===== src/rtl/bp_pkg.sv =====
`timescale 1ns/1ps
package bp_pkg;

    // One saturating step of a direction counter
    function automatic int sat_step(input int val, input bit up, input int maxv);
        if (up)
            return (val >= maxv) ? maxv : val + 1;
        else
            return (val <= 0) ? 0 : val - 1;
    endfunction

endpackage


===== src/rtl/bp_hist_reg.sv =====
`timescale 1ns/1ps
module bp_hist_reg #(
    parameter int HIST_BITS = 2,
    localparam int HW = (HIST_BITS > 0) ? HIST_BITS : 1
) (
    input  logic          clk,
    input  logic          rst_n,
    input  logic          shift_en,
    input  logic          shift_in,
    output logic [HW-1:0] hist_o
);

    logic [HW-1:0] hist_q;

    generate
        if (HIST_BITS > 0) begin : g_shift
            always_ff @(posedge clk or negedge rst_n) begin
                if (!rst_n)
                    hist_q <= '0;
                else if (shift_en)
                    hist_q <= HW'({hist_q, shift_in});
            end


            hist_shift_chk: assert property (@(posedge clk) disable iff (!rst_n)
                shift_en |=> hist_o[0] == $past(shift_in));

            hist_hold_chk: assert property (@(posedge clk) disable iff (!rst_n)
                !shift_en |=> $stable(hist_o));

            if (HIST_BITS > 1) begin : g_age

                hist_age_chk: assert property (@(posedge clk) disable iff (!rst_n)
                    shift_en |=> hist_o[HW-1:1] == $past(hist_o[HW-2:0]));
            end
        end else begin : g_none
            always_ff @(posedge clk or negedge rst_n) begin
                if (!rst_n)
                    hist_q <= '0;
                else
                    hist_q <= '0;
            end
        end
    endgenerate

    assign hist_o = hist_q;

endmodule


===== src/rtl/bp_index.sv =====
`timescale 1ns/1ps
module bp_index #(
    parameter int PC_W      = 32,
    parameter int IDX_BITS  = 4,
    parameter int HIST_BITS = 2,
    localparam int HW = (HIST_BITS > 0) ? HIST_BITS : 1,
    localparam int AW = IDX_BITS + HIST_BITS
) (
    input  logic [PC_W-1:0] pc,
    input  logic [HW-1:0]   hist,
    output logic [AW-1:0]   idx
);

    localparam logic [63:0] ROW_MASK  = (64'd1 << IDX_BITS) - 64'd1;
    localparam logic [63:0] HIST_MASK = (64'd1 << HIST_BITS) - 64'd1;

    logic [63:0] row;
    logic [63:0] hsel;

    always_comb begin
        row  = (64'(pc) >> 2) & ROW_MASK;
        hsel = 64'(hist) & HIST_MASK;
        idx  = AW'((row << HIST_BITS) | hsel);
    end

endmodule


===== src/rtl/bp_ctr_table.sv =====
`timescale 1ns/1ps
module bp_ctr_table
    import bp_pkg::*;
#(
    parameter int AW       = 6,
    parameter int CTR_BITS = 2,
    localparam int DEPTH = 1 << AW,
    localparam int MAXV  = (1 << CTR_BITS) - 1,
    localparam int INITV = (1 << (CTR_BITS - 1)) - 1
) (
    input  logic                clk,
    input  logic                rst_n,
    input  logic [AW-1:0]       rd_idx,
    output logic [CTR_BITS-1:0] rd_ctr,
    input  logic                wr_en,
    input  logic [AW-1:0]       wr_idx,
    input  logic                wr_up
);

    logic [CTR_BITS-1:0] ctr_q [DEPTH];

    always_ff @(posedge clk or negedge rst_n) begin
        if (!rst_n) begin
            for (int i = 0; i < DEPTH; i++)
                ctr_q[i] <= CTR_BITS'(INITV);
        end else if (wr_en) begin
            ctr_q[wr_idx] <= CTR_BITS'(sat_step(int'(ctr_q[wr_idx]), wr_up, MAXV));
        end
    end

    // read sees pre-write contents
    assign rd_ctr = ctr_q[rd_idx];

    // checker state: last write and the value it replaced
    logic                chk_v;
    logic                chk_up;
    logic [AW-1:0]       chk_idx;
    logic [CTR_BITS-1:0] chk_old;

    always_ff @(posedge clk or negedge rst_n) begin
        if (!rst_n) begin
            chk_v   <= 1'b0;
            chk_up  <= 1'b0;
            chk_idx <= '0;
            chk_old <= '0;
        end else begin
            chk_v   <= wr_en;
            chk_up  <= wr_up;
            chk_idx <= wr_idx;
            chk_old <= ctr_q[wr_idx];
        end
    end


    ctr_inc_chk: assert property (@(posedge clk) disable iff (!rst_n)
        (chk_v && chk_up) |->
            ctr_q[chk_idx] == ((int'(chk_old) == MAXV) ? chk_old : chk_old + 1'b1));

    ctr_dec_chk: assert property (@(posedge clk) disable iff (!rst_n)
        (chk_v && !chk_up) |->
            ctr_q[chk_idx] == ((chk_old == '0) ? chk_old : chk_old - 1'b1));

endmodule


===== src/rtl/bp_corr_predictor.sv =====
`timescale 1ns/1ps
module bp_corr_predictor #(
    parameter int PC_W      = 32,
    parameter int HIST_BITS = 2,
    parameter int CTR_BITS  = 2,
    parameter int IDX_BITS  = 4,
    localparam int HW = (HIST_BITS > 0) ? HIST_BITS : 1,
    localparam int AW = IDX_BITS + HIST_BITS
) (
    input  logic            clk,
    input  logic            rst_n,
    input  logic [PC_W-1:0] lk_pc,
    output logic            lk_taken,
    output logic [HW-1:0]   lk_hist,
    input  logic            up_valid,
    input  logic [PC_W-1:0] up_pc,
    input  logic            up_taken,
    input  logic [HW-1:0]   up_hist
);

    logic [HW-1:0]       ghist;
    logic [AW-1:0]       rd_idx;
    logic [AW-1:0]       wr_idx;
    logic [CTR_BITS-1:0] rd_ctr;

    bp_hist_reg #(.HIST_BITS(HIST_BITS)) u_hist (
        .clk      (clk),
        .rst_n    (rst_n),
        .shift_en (up_valid),
        .shift_in (up_taken),
        .hist_o   (ghist)
    );

    bp_index #(.PC_W(PC_W), .IDX_BITS(IDX_BITS), .HIST_BITS(HIST_BITS)) u_rd_index (
        .pc   (lk_pc),
        .hist (ghist),
        .idx  (rd_idx)
    );

    // training uses the snapshot, not the live history
    bp_index #(.PC_W(PC_W), .IDX_BITS(IDX_BITS), .HIST_BITS(HIST_BITS)) u_wr_index (
        .pc   (up_pc),
        .hist (up_hist),
        .idx  (wr_idx)
    );

    bp_ctr_table #(.AW(AW), .CTR_BITS(CTR_BITS)) u_table (
        .clk    (clk),
        .rst_n  (rst_n),
        .rd_idx (rd_idx),
        .rd_ctr (rd_ctr),
        .wr_en  (up_valid),
        .wr_idx (wr_idx),
        .wr_up  (up_taken)
    );

    assign lk_taken = rd_ctr[CTR_BITS-1];
    assign lk_hist  = ghist;

endmodule


===== config.mk =====
export PLATFORM = sky130hd
export DESIGN_NAME = bp_corr_predictor
export DESIGN_NICKNAME = d
export VERILOG_FILES = /design/src/rtl/bp_pkg.sv /design/src/rtl/bp_hist_reg.sv /design/src/rtl/bp_index.sv /design/src/rtl/bp_ctr_table.sv /design/src/rtl/bp_corr_predictor.sv
export SDC_FILE = /design/constraint.sdc
export NUM_CORES = 1
export LEC_CHECK = 0
export BUFFER_PORTS_ARGS = -buffer_cell sky130_fd_sc_hd__buf_2
export CORE_MARGIN = 8
export CORE_UTILIZATION = 35
export CTS_BUF_LIST = sky130_fd_sc_hd__clkbuf_8 sky130_fd_sc_hd__clkbuf_16
export CTS_CLUSTER_SIZE = 30
export DETAILED_ROUTE_END_ITERATION = 7
export PLACE_DENSITY = 0.56
export RECOVER_POWER = 25
export SYNTH_ARGS = -nofsm -noshare
export SYNTH_HDL_FRONTEND = slang
export SYNTH_HIERARCHICAL = 1
export SYNTH_SLANG_ARGS = --single-unit

===== constraint.sdc =====
create_clock -name clk -period 4.6 [get_ports clk]
set_clock_uncertainty 0.05 [all_clocks]
set_input_delay 0 -clock clk [delete_from_list [all_inputs] [get_ports clk]]
set_output_delay 0 -clock clk [all_outputs]
set_load 0.05 [all_outputs]

* Yosys cells after proc, flatten, opt, wreduce, memory -nomap -nowiden
Cells that the tools add are included.
** Cells by class
- Add/sub/neg operators :: 2
- Mux-type cells :: 13
- Reduce and logical (&&, ||, !) cells :: 1
- Order comparisons :: 5
- Bitwise gates (word level) :: 4
** Operators by type and width (count)
- bitwise mux 128 bit :: 1
- binary-select mux 2 bit (select 6 bit) :: 2
- 2-to-1 mux 2 bit :: 9
- >= comparator 7 bit (second input constant) :: 2
- NOT 6 -> 7 bit :: 2
- demux 2 bit (select 6 bit) :: 1
- OR 6 x 2 -> 6 bit :: 2
- < comparator 7 x 1 -> 1 bit (second input constant) :: 1
- adder 2 x 1 -> 2 bit (second input constant) :: 1
- >= comparator 2 bit (second input constant) :: 1
- less-or-equal comparator 2 x 1 -> 1 bit (second input constant) :: 1
- subtractor 2 x 1 -> 2 bit (second input constant) :: 1
- logical AND 1 bit :: 1
** Storage, ports and cells
- Flip-flop bits (word level) :: 130

* Longest topological paths before layout
Gate-level depths: netlist of the first run.
- Depth in word-level cells :: 10
- Gate-level depth with buffers :: 12

* By module
The synthesis of the first run kept the hierarchy.
** By module, submodules not included
- bp_ctr_table :: times used 1, area each 7452.1 um^2, seq. area each 3283.1 um^2, cells each 689
- bp_index :: times used 2, area each 45.0 um^2, seq. area each 0.0 um^2, cells each 6
- bp_hist_reg :: times used 1, area each 72.6 um^2, seq. area each 50.0 um^2, cells each 4

* Worst setup path before layout of the first run
OpenSTA, ideal clock, no wires.
- Path kind :: register to output
- Start :: register u_hist.hist_q[0] (netlist: u_hist/hist_o[0])
- End :: output lk_taken
- Stages on the path, launching flop included :: 7
- Slack :: 1.322 ns
- Data arrival time :: 3.228 ns
- Path through :: dfrtp_1 -> buf_4 -> clkbuf_1 -> buf_1 -> mux4_2 -> mux4_2 -> mux4_2
** On the way
- Longest elaborated chain between the ends :: 5
** Ends and longest elaborated chain
- start, declared :: line bp_hist_reg.sv:13 : logic [HW-1:0] hist_q;
- start signal, assigned :: line bp_hist_reg.sv:21 : hist_q <= HW'({hist_q, shift_in});
- OR 6 x 2 -> 6 bit :: line bp_index.sv:23 : idx = AW'((row << HIST_BITS) | hsel);
- named net rd_idx[0] :: line bp_corr_predictor.sv:22 : logic [AW-1:0] rd_idx;
- NOT 6 -> 7 bit (not written as such) :: line bp_ctr_table.sv:32 : assign rd_ctr = ctr_q[rd_idx];
- binary-select mux 2 bit (select 6 bit) :: line bp_ctr_table.sv:32
- 2-to-1 mux 2 bit (not written as such) (2 in series) :: line bp_ctr_table.sv:32
- end, declared :: line bp_corr_predictor.sv:13 : output logic lk_taken,
The timed path passes the listed nets, and every way through them passes these cells. The select of a mux whose other input is x is not followed.

* Worst setup path after layout of the first run
- Start :: register u_table/ctr_q[101] (netlist bit)
- End :: register u_table/ctr_q[100] (netlist bit)
** On the way
- Longest elaborated chain between the ends :: 8
** Ends and longest elaborated chain
- start, declared :: line bp_ctr_table.sv:20 : logic [CTR_BITS-1:0] ctr_q [DEPTH];
- start signal, assigned by index :: line bp_ctr_table.sv:25 : ctr_q[i] <= CTR_BITS'(INITV);
- start signal, assigned by index :: line bp_ctr_table.sv:27 : ctr_q[wr_idx] <= CTR_BITS'(sat_step(int'(ctr_q[wr_idx]), wr_up, MAXV));
- binary-select mux 2 bit (select 6 bit) * :: line bp_ctr_table.sv:27
- 2-to-1 mux 2 bit (not written as such) * :: line bp_ctr_table.sv:27
- 2-to-1 mux 2 bit *
- less-or-equal comparator 2 x 1 -> 1 bit or >= comparator 2 bit (tied branches) :: line bp_pkg.sv:9, bp_pkg.sv:7
- 2-to-1 mux 2 bit, on equally long branches :: line bp_pkg.sv:9, bp_pkg.sv:7
- 2-to-1 mux 2 bit * :: line bp_pkg.sv:6 : if (up)
- 2-to-1 mux 2 bit * :: line bp_ctr_table.sv:26 : end else if (wr_en) begin
- bitwise mux 128 bit * :: line bp_ctr_table.sv:27
Mark *: on every way between the ends. The rest lies on a longest branch, timed or not. The select of a mux whose other input is x is not followed.
A chain may end at the register's enable or synchronous reset.

==> reports/qor.csv, run 1 <==
metric,value,unit
grt_antenna_before_repair,0,
clockRootBuffer,clkbuf_16,
r2r_setup_slack,1.03,ns
tns,0,ns
synth_warnings,6,
p_total,0.003273,W
clock_tree.buffer_depth,2,
cts_buffers,17,
final_nets,751,
outcome,finished with violations,
track_usage,15.66,%
die_w,158.8,um
clock_sinks,130,
dr.pass1.iters,5,
grt_pass1_vias,5464,
reg2reg_from,u_table/ctr_q[101],
critPathKind,reg2reg,
rows,52,
syn_to_final_growth,10.60,%
path_clk_slew,0.06,ns
cp_max_fo,53,
placed_area,7274,um^2
cts_tree,done,
cp.arrival,3.87,ns
min-delay-start,up_pc[5],
synthCells,684,
vias,5224,
start_kind,register,
cp.required,4.90,ns
peakVddDrop,0.2041,mV
endpoint_kind,register,
hold_viol,0,
hp-class,in2reg,
reg2reg_depth,8,
layout-drive-gt1-share,33.86,%
vias_per_cell,5.419,
hpwl,12590,um
drcViolationCount,0,
first_iter_violations,407,
fmax,0.2798,GHz
portBuffers,16,
core_area,20100,um^2
power_leakage,3.109,nW
holdPathStages,5,
rsz0062_at_grt,false,
post_cts.repair.setup_buffers,0,
holdBufCountCts,4,
grt_max_degree,55,
fin_util,39.29,%
design_area,7899,um^2
post_cts_resized,0,
drv_cap,1,
antenna_left,0,
start_util,35.52,%
post_drt_wl_per_cell,19.96,um
htreeDepth,4,
grt_overflow,0,
netlist_area,7142,um^2
layout_min_cycle_time,3.575,ns
relSlewSlack,-25.56,%
grt_pass1_wl,30990,um
clkLatencyLatePin,0.43,ns
gp_congestion,0.8176,
postSynthAreaPerCell,10.44,um^2
violations,"max-capacitance violations, max-slew violations",
tightest_slew,1.883,ns
fp.dieArea,25230,um^2
min_to,u_table/ctr_q[106],
num_io_pins,73,
drv_slew,37,
reg2reg_to,u_table/ctr_q[100],
setup_viol,0,
die_y,158.8,um
wl,19240,um
insertedDiodeCount,0,
period_share,77.71,%
syn-num-nets,754,
power_density,414.3,nW/um^2
==> flip-flops by register name, summed over array words and instances (netlist names) <==
signal and flops:
u_hist/hist_o 2, u_table/ctr_q 128
==> metal layers <==
metal | part of all wire (%) | global-route usage (%)
met1 | 45 | 20.63
met5 | 0 | 0
met3 | 5.3 | 3.930
met2 | 47 | 23.93
met4 | 2.8 | 6.970
==> area by class of cell <==
class | count | area (um^2)
inverter | 5 | 18.77
multi-input combinational | 491 | 3369
timing repair buffer | 36 | 251.5
tap | 270 | 337.8
sequential | 130 | 3333
clock buffer | 22 | 494.2
fill | 1921 | 12210
clock inverter | 10 | 93.84
==> power breakdown <==
group / total [W] / leakage, nW / switching (W) / internal [W]
clock: 0.00134 / 0.312 / 0.000487 / 0.000856
sequential: 0.00142 / 1.57 / 0.0000926 / 0.00133
combinational: 0.000505 / 1.23 / 0.000305 / 0.000200
total: 0.00327 / 3.11 / 0.000885 / 0.00239
==> worst max-delay path by stage <==
stage | from | endpoint | slack, ns | depth (start not counted)
after global routing | u_table/ctr_q[101] | u_table/ctr_q[100] | 0.88 | 8
after global placement | up_hist[0] | u_table/ctr_q[100] | 0.98 | 10
after floorplan | u_hist/hist_o[0] | lk_taken | 1.64 | 6
final | u_table/ctr_q[101] | u_table/ctr_q[100] | 1.03 | 8
after CTS | u_table/ctr_q[101] | u_table/ctr_q[100] | 0.98 | 8
after detailed placement | up_hist[0] | u_table/ctr_q[90] | 0.95 | 10
==> stage by stage <==
| step | setup WS, ns | hold WS [ns] | std cells |
|---|---|---|---|
| 3_5_place_dp | 0.9466 | -0.06907 | 928 |
| 4_1_cts | 0.9755 | 0.02433 | 964 |
| 6_report | 1.025 | 0.1461 | 964 |
| 3_3_place_gp | 0.9753 | -0.08115 | 928 |
| 2_1_floorplan | 1.641 | -0.3456 | 684 |
| 5_1_grt | 0.8772 | 0.1818 | 964 |
==> critical path, stage by stage, from the launching register on <==
cell     delay (ns)
dfrtp_1        0.40
mux4_2         0.46
and3b_1        0.19
a311o_1        0.35
or4_4          0.51
nor3_4         0.17
maj3_4         0.88
buf_4          0.39
o21ai_2        0.09
==> layout by cell type (no fill, tap or decap), drive strengths merged, types with 10 or more instances in the layout <==
| cell | count |
|---|---|
| buf | 31 |
| clkbuf | 23 |
| dfrtp | 66 |
| dfstp | 64 |
| inv | 10 |
| mux2 | 12 |
| mux2i | 13 |
| mux4 | 35 |
| nand2 | 203 |
| nor2 | 12 |
| o21ai | 135 |
(Power assumes the default switching activity.)
==> inputs of run 2 (changes only) <==
--- a/config.mk
+++ b/config.mk
@@ -5,13 +5,14 @@
 export SDC_FILE = /design/constraint.sdc
 export NUM_CORES = 1
 export LEC_CHECK = 0
+export ABC_AREA = 1
 export BUFFER_PORTS_ARGS = -buffer_cell sky130_fd_sc_hd__buf_2
 export CORE_MARGIN = 8
 export CORE_UTILIZATION = 35
 export CTS_BUF_LIST = sky130_fd_sc_hd__clkbuf_8 sky130_fd_sc_hd__clkbuf_16
 export CTS_CLUSTER_SIZE = 30
 export DETAILED_ROUTE_END_ITERATION = 7
-export PLACE_DENSITY = 0.56
+export PLACE_DENSITY = 0.57
 export RECOVER_POWER = 25
 export SYNTH_ARGS = -nofsm -noshare
 export SYNTH_HDL_FRONTEND = slang
==> constraint.sdc (replaced) <==
create_clock -name clk -period 3 [get_ports clk]
set_clock_uncertainty 0.05 [all_clocks]
set_input_delay 0 -clock clk [delete_from_list [all_inputs] [get_ports clk]]
set_output_delay 0 -clock clk [all_outputs]
set_load 0.05 [all_outputs]
==> reports/qor.csv, run 2 <==
metric,value,unit
outcome,finished with violations,
violations,"max-capacitance violations, max-slew violations",
start_kind,register,
tns,0,ns
reg2reg_depth,15,
fp.dieArea,27790,um^2
htreeDepth,4,
fmax,0.3872,GHz
antenna_left,0,
core_area,22500,um^2
fill_cells,2420,
critPathSlowestCell,dfrtp_1,
layout_min_cycle_time,2.583,ns
holdPathStages,6,
setup_slack,0.4175,ns
postSynthAreaPerCell,6.305,um^2
grt_pass1_vias,7267,
period_share,86.08,%
mostFrequentLayoutCell,nand2_1,
dp.cells,1505,
top_register,u_table/ctr_q,
dr.pass1.iters,5,
cp.required,2.95,ns
tightest_slew,1.873,ns
endpoint_kind,output port,
place_ws,0.3430,ns
post_cts_resized,0,
hpwl,15570,um
final_cell_mix,"nand2_1 (652), inv_1 (129), nor2_1 (98), nand3_1 (88), dfrtp_1 (66)",
synth_warnings,6,
r2r_setup_slack,0.77,ns
cp_max_fo,20,
layout-drive-gt1-share,10.75,%
min_to,u_table/ctr_q[124],
cts_buffers,17,
cts_tree,done,
grt_overflow,0,
critPathKind,reg2out,
clockRootBuffer,clkbuf_16,
gp_congestion,0.8437,
cpLargestDelayFamily,buffers and inverters,
crit_buf_inv,3,
die_w,166.7,um
syn-num-nets,1331,
drv_slew,69,
relSlewSlack,-24.86,%
stdcell_count,1542,
setup_viol,0,
netlist_area,7950,um^2
largest_reg_flops,128,
vias_per_cell,4.887,
grt_pass1_wl,40300,um
rsz0062_at_grt,false,
path_cells,inv_1 -> buf_4 -> o21ai_0 -> o22ai_1 -> o21ai_0 -> o21ai_0 -> nand3_1 -> nand2_1 -> buf_2,
multi_input_area,3735,um^2
final_nets,1314,
grt_antenna_before_repair,1,
clkLatencyLatePin,0.42,ns
wl,25380,um
synthCells,1261,
cp.arrival,2.53,ns
reg2reg_from,u_table/ctr_q[120],
clock_sinks,130,
reg2reg_to,u_table/ctr_q[57],
p_total,0.005087,W
rows,55,
cp-startpoint,u_hist/hist_o[0],
hold_viol,0,
fin_util,39.12,%
drcViolationCount,0,
num_io_pins,73,
critPathMaxStageDelay,0.38,ns
peakVddDrop,0.3237,mV
die_y,166.7,um
grt_max_degree,76,
path_clk_slew,0.06,ns
clock_tree.buffer_depth,2,
min-delay-start,up_pc[5],
post_drt_wl_per_cell,16.46,um
portBuffers,16,
track_usage,18.41,%
hp-class,in2reg,
power_density,577.9,nW/um^2
power_leakage,4.524,nW
syn_to_final_growth,10.72,%
crit_top_cell,o21ai_0,
first_iter_violations,612,
vias,7536,
start_util,35.33,%
drv_cap,1,
final-seq-area,3333,um^2
==> run 2: area by class of cell <==
| cell class | count | area share (%) |
|---|---|---|
| clock buffers | 24 | 5.928 |
| diodes | 1 | 0.02843 |
| inverters | 129 | 5.501 |
| clock inverters | 7 | 0.6681 |
| well taps | 285 | 4.051 |
| multi-input cells | 926 | 42.43 |
| repair buffers | 40 | 3.525 |
| flip-flops and latches | 130 | 37.87 |
==> run 2: what timing repair did <==
action / in CTS / in global routing
hold buffers: 5 / 0
setup endpoints to repair: 0 / 0
endpoints found under the hold margin: 54 / 0
setup buffers: 0 / 0
==> run 2: layer usage <==
layer / part of all wire (%) / vias to the layer above / global-route usage (%)
li1: - / 3766 / -
met4: 1.9 / 0 / 6.306
met3: 5.5 / 27 / 3.097
met5: 0 / - / 0
met1: 47 / 3514 / 24.53
met2: 46 / 229 / 29.82
==> run 2: worst register-to-register path: cells and delay by family, from the launching register on <==
kind | cells | cell delay [ns]
DFF | 1 | 0.53
buffers and inverters | 2 | 0.55
and+or+nand+nor | 13 | 1.03
==> run 2: metrics by stage <==
stage	hold WS [ns]	area, um^2
floorplan	-0.3456	7950
global placement	0.01673	8175
detailed placement	0.02926	8175
CTS	0.1523	8806
global route	0.2892	8802
finish	0.2317	8802
==> run 2: worst max path at each step <==
stage | end | slack, ns | cells after the start
floorplan | lk_taken | 0.64 | 11
global placement | u_table/ctr_q[31] | 0.38 | 14
detailed placement | u_table/ctr_q[31] | 0.34 | 14
global route | lk_taken | 0.33 | 11
finish | lk_taken | 0.42 | 9
CTS | lk_taken | 0.49 | 11
==> run 2: where the power goes <==
group | internal (W) | total, W | switching, W
Clock | 0.00128 | 0.00206 | 0.000777
Combinational | 0.000259 | 0.000888 | 0.000629
Sequential | 0.00203 | 0.00214 | 0.000109
Total | 0.00357 | 0.00509 | 0.00151
